==> src/rtl/login_chk_pkg.sv <==
package login_chk_pkg;
  typedef enum logic [2:0] {
    RX_IDLE,
    RX_DATA,
    RX_BPAR,
    RX_COLP,
    RX_ZERO
  } rx_state_e;

  localparam int unsigned RESP_SEGS = 7;  // six pattern segments plus pause
endpackage

==> src/rtl/login_rx.sv <==
module login_rx
  import login_chk_pkg::*;
#(
  parameter int unsigned BYTES = 4,
  parameter int unsigned BITS  = 8,
  localparam int unsigned PW_W = BYTES * BITS,
  localparam int unsigned CW   = $clog2(BITS),
  localparam int unsigned BW   = (BYTES > 1) ? $clog2(BYTES) : 1
) (
  input  logic            clk_i,
  input  logic            rst_ni,
  input  logic            start_i,
  input  logic            bit_i,
  input  logic            bit_valid_i,
  output logic [PW_W-1:0] pw_o,
  output logic            done_o,
  output logic            ok_o
);
  rx_state_e       st_q;
  logic [PW_W-1:0] pw_q;
  logic [CW-1:0]   cnt_q;
  logic [BW-1:0]   byte_q;
  logic            par_q;
  logic [BITS-1:0] col_q;
  logic [BITS-1:0] col_exp;
  logic [BITS-1:0] col_nxt;
  logic            done_q, ok_q;

  always_comb begin
    col_exp = '0;
    for (int i = 0; i < BYTES; i++) col_exp ^= pw_q[i*BITS +: BITS];
  end

  assign col_nxt = {col_q[BITS-2:0], bit_i};

  always_ff @(posedge clk_i or negedge rst_ni) begin
    if (!rst_ni) begin
      st_q   <= RX_IDLE;
      pw_q   <= '0;
      cnt_q  <= '0;
      byte_q <= '0;
      par_q  <= 1'b0;
      col_q  <= '0;
      done_q <= 1'b0;
      ok_q   <= 1'b0;
    end else begin
      done_q <= 1'b0;
      if (start_i) begin
        st_q   <= RX_DATA;
        pw_q   <= '0;
        cnt_q  <= '0;
        byte_q <= '0;
        par_q  <= 1'b0;
        col_q  <= '0;
        ok_q   <= 1'b0;
      end else if (bit_valid_i) begin
        unique case (st_q)
          RX_DATA: begin
            pw_q  <= {pw_q[PW_W-2:0], bit_i};
            par_q <= par_q ^ bit_i;
            if (cnt_q == CW'(BITS - 1)) begin
              cnt_q <= '0;
              st_q  <= RX_BPAR;
            end else begin
              cnt_q <= cnt_q + 1'b1;
            end
          end
          RX_BPAR: begin
            if (bit_i != par_q) begin
              st_q   <= RX_IDLE;
              done_q <= 1'b1;
              ok_q   <= 1'b0;
            end else begin
              par_q <= 1'b0;
              if (byte_q == BW'(BYTES - 1)) begin
                byte_q <= '0;
                st_q   <= RX_COLP;
              end else begin
                byte_q <= byte_q + 1'b1;
                st_q   <= RX_DATA;
              end
            end
          end
          RX_COLP: begin
            col_q <= col_nxt;
            if (cnt_q == CW'(BITS - 1)) begin
              cnt_q <= '0;
              if (col_nxt == col_exp) begin
                st_q <= RX_ZERO;
              end else begin
                st_q   <= RX_IDLE;
                done_q <= 1'b1;
                ok_q   <= 1'b0;
              end
            end else begin
              cnt_q <= cnt_q + 1'b1;
            end
          end
          RX_ZERO: begin
            st_q   <= RX_IDLE;
            done_q <= 1'b1;
            ok_q   <= ~bit_i;
          end
          default: ;
        endcase
      end
    end
  end

  assign pw_o   = pw_q;
  assign done_o = done_q;
  assign ok_o   = ok_q;

  // an idle receiver keeps the captured value
  a_r6_idle_holds_pw: assert property (@(posedge clk_i) disable iff (!rst_ni)
    (st_q == RX_IDLE && !start_i) |=> $stable(pw_q));

  // the closing-bit state is entered only from column parity
  a_r5_zero_after_col: assert property (@(posedge clk_i) disable iff (!rst_ni)
    (st_q == RX_ZERO) |-> ($past(st_q) == RX_COLP || $past(st_q) == RX_ZERO));

  // one end-of-reception pulse per reception
  a_r8_done_single: assert property (@(posedge clk_i) disable iff (!rst_ni)
    done_q |=> !done_q);
endmodule

==> config.mk <==
export PLATFORM = sky130hd
export DESIGN_NAME = login_rx
export DESIGN_NICKNAME = d
export VERILOG_FILES = /design/src/rtl/login_chk_pkg.sv /design/src/rtl/login_rx.sv
export SDC_FILE = /design/constraint.sdc
export NUM_CORES = 1
export LEC_CHECK = 0
export BUFFER_PORTS_ARGS = -buffer_cell sky130_fd_sc_hd__clkbuf_2
export CAP_MARGIN = 10
export CORE_ASPECT_RATIO = 0.5
export CORE_MARGIN = 10
export CORE_UTILIZATION = 56
export DETAILED_ROUTE_END_ITERATION = 16
export GPL_ROUTABILITY_DRIVEN = 0
export MAX_ROUTING_LAYER = met4
export PLACE_DENSITY = 0.87
export SYNTH_ARGS = -nofsm -noshare
export SYNTH_HDL_FRONTEND = slang
export SYNTH_SLANG_ARGS = --single-unit
==> constraint.sdc <==
create_clock -name clk_i -period 2 [get_ports clk_i]
set_input_delay 0 -clock clk_i [delete_from_list [all_inputs] [get_ports clk_i]]
set_output_delay 0 -clock clk_i [all_outputs]
set_load 0.1 [all_outputs]
==> reports/results.ini <==
[final_layout]
fill_cells = 274
drive_gt1_share_pct = 34.92
final_nets = 259
area_growth_pct = 17.88
seq_area_um2 = 1282
final_cell_area_um2 = 2870
antenna_cells = 0
final_cell_mix = clkbuf_2, a22o_1, dfrtp_1
final_common_cell = clkbuf_2
finish.utilization_pct = 70.98
multi_input_area_um2 = 1114

[worst_hold_path]
hold_depth = 3
hp-class = in2reg
min_from = bit_i

[synthesis]
synth_top_flop_cell = dfrtp_1
synth_area_leaders = dfrtp_1, a22o_1, xnor3_1
ys_warn_count = 0
ys_types = 35
async_flop_share_pct = 100.0
syn_inst = 208
synth.top_cell.area_share_pct = 51.39
yosysTopAreaCell = dfrtp_1
synth_nets = 216
ys_ff_latch = 50
synthesis.area_um2 = 2435
synth-edff-count = 0
syn_avg_cell_area_um2 = 11.71
yosysSeqAreaShare_pct = 51.39

[sta]
hold_slack_ns = 0.04625
setup_slack_ns = 0.09180
tightest_slew_ns = 0.6231
hold_viol_final = 0
min_period_ns = 1.908
setup_viol = 0
period_share_pct = 95.41
finClkSkew_ns = 0.01435
max_freq_ghz = 0.5241
report.final.slew_viol_count = 0
rsz0062_at_grt = no
setup_tns_ns = 0
relSlewSlack_pct = 58.46

[die]
fp.dieH_um = 66.63
coreArea_um2 = 4044
floorplan.rows = 16
die-area_um2 = 7545
start_util_pct = 60.21
ios = 39
fp.dieW_um = 113.3

[cts]
numClockSinks = 50
root_buffer = clkbuf_8
clk_latency_ns = 0.32
clockBufferDepth = 2
cts_tree = done
cts_buffers = 5
post_cts_resized = 0
cts_max_level = 2
path_clk_slew_ns = 0.10

[global_route]
grt_pass1_vias = 1884
grt_max_degree = 51
overflow = 0
grt_pass1_wl_mm = 9.308
antenna_found_initial = 0
track_usage_pct = 15.65

[critical_path]
crit_path_start = pw_o[28]$_DFFE_PN0P_
crit_path_max_fanout = 4
critical_path_class = reg2reg
worstPathRequired_ns = 2.23
ff2ff_path_depth = 5
r2r-start = pw_o[28]$_DFFE_PN0P_
setup.worst_path.end_class = register
start_kind = register
crit_arrival_ns = 2.14

[drt]
avgViaCountPerCell = 6.036
ant_nets = 0
wl_mm = 5.607
vias = 1847
drtIter0Drc = 128
drcViolationCount = 0
dr.pass1.iters = 4
routedWlPerCell_um = 18.32

[run]
drv_cap = 0

[place]
portBuffers = 38
place_hpwl_mm = 3.901
place_area_um2 = 2745
dp_slack_ns = 0.1629

[pwr]
leakage_nw = 1.371
peakVddDrop_v = 0.0003471
power_density_nw_per_um2 = 664.8

[run_status]
run_status = complete, no violations

==> power by group <==
part,leakage (nW),internal [W],switching (W)
clock network,0.0514,0.000285,0.000362
registers,0.655,0.00102,0.0000105
logic,0.664,0.0000713,0.000156
==> sequential cells by signal, indices dropped and copies added (netlist names) <==
signal,cells
byte_q,2
done_o,1
col_q,7
ok_o,1
st_q,3
cnt_q,3
par_q,1
pw_o,32
==> worst max-delay path: stages, from the launching register on <==
cell and delay [ns]:
dfrtp_4 0.51, xnor3_2 0.40, xnor2_1 0.16, nor4_2 0.29
nand2_1 0.19, a221oi_2 0.27
==> logic make-up (layout without fill, tap and decap cells) <==
kind of cell             after synthesis  after routing  share of synthesized area [%]
AO/OA/AOI/OAI                         60             60                          18.76
AND/OR/NAND/NOR                       52             52                          10.69
flip-flops                            50             50                          51.39
XOR/XNOR                              26             26                          13.98
buffers and inverters                 16             60                          3.237
adder cells (fa/ha/maj)                3              3                          1.542
multiplexers                           1              1                         0.4111
==> final cells by class <==
class	instances	share of cell area [%]
tap	54	2.354
multi-input combinational	142	38.80
timing repair buffer	49	10.29
sequential	50	44.68
clock buffer	6	2.877
clock inverter	2	0.6103
inverter	3	0.3923
==> cell usage after synthesis (4+ instances only) <==
library cell  instances
buf_2                 9
dfrtp_1              50
xor2_1                8
o21ai_0               5
a22o_1               30
xnor3_1               6
nand2_1              18
a21oi_1              15
nand3_1               9
nor2_1               10
xnor2_1              10
nand2b_1              4
==> stage by stage <==
step / power, W / std cells
floorplan: 0.001196 / 208
global placement: 0.001263 / 296
detailed placement: 0.001272 / 296
CTS: 0.001907 / 305
global route: 0.001976 / 306
finish: 0.001908 / 306
==> path summary, 6_finish.rpt <==
kind / endpoint / slack [ns]
setup / recovery: ok_o$_DFFE_PN0P_ / 0.09
hold / removal: col_q[0]$_DFFE_PN0P_ / 0.05
setup reg to reg: ok_o$_DFFE_PN0P_ / 0.09
hold reg to reg: cnt_q[1]$_DFFE_PN0P_ / 0.53
max in group asynchronous: pw_o[23]$_DFFE_PN0P_ / 1.22
min in group asynchronous: ok_o$_DFFE_PN0P_ / 0.31
==> repair_timing <==
action                                  in CTS  in global routing
endpoints found under the hold margin       50                  0
hold buffers                                 1                  0
endpoints found under the setup margin       0                  0
buffers inserted                             0                  0
==> layer usage <==
layer / GRT usage, % / wire length (um) / part of all wire (%) / vias to the layer above
li1: - / - / - / 836
met1: 17.95 / 2405 / 43 / 947
met2: 26.07 / 2837 / 51 / 52
met3: 3.485 / 235 / 4.2 / 12
met4: 7.390 / 127 / 2.3 / 0
met5: - / 0 / 0 / -
No activity file was read; power rests on OpenSTA's default activity.
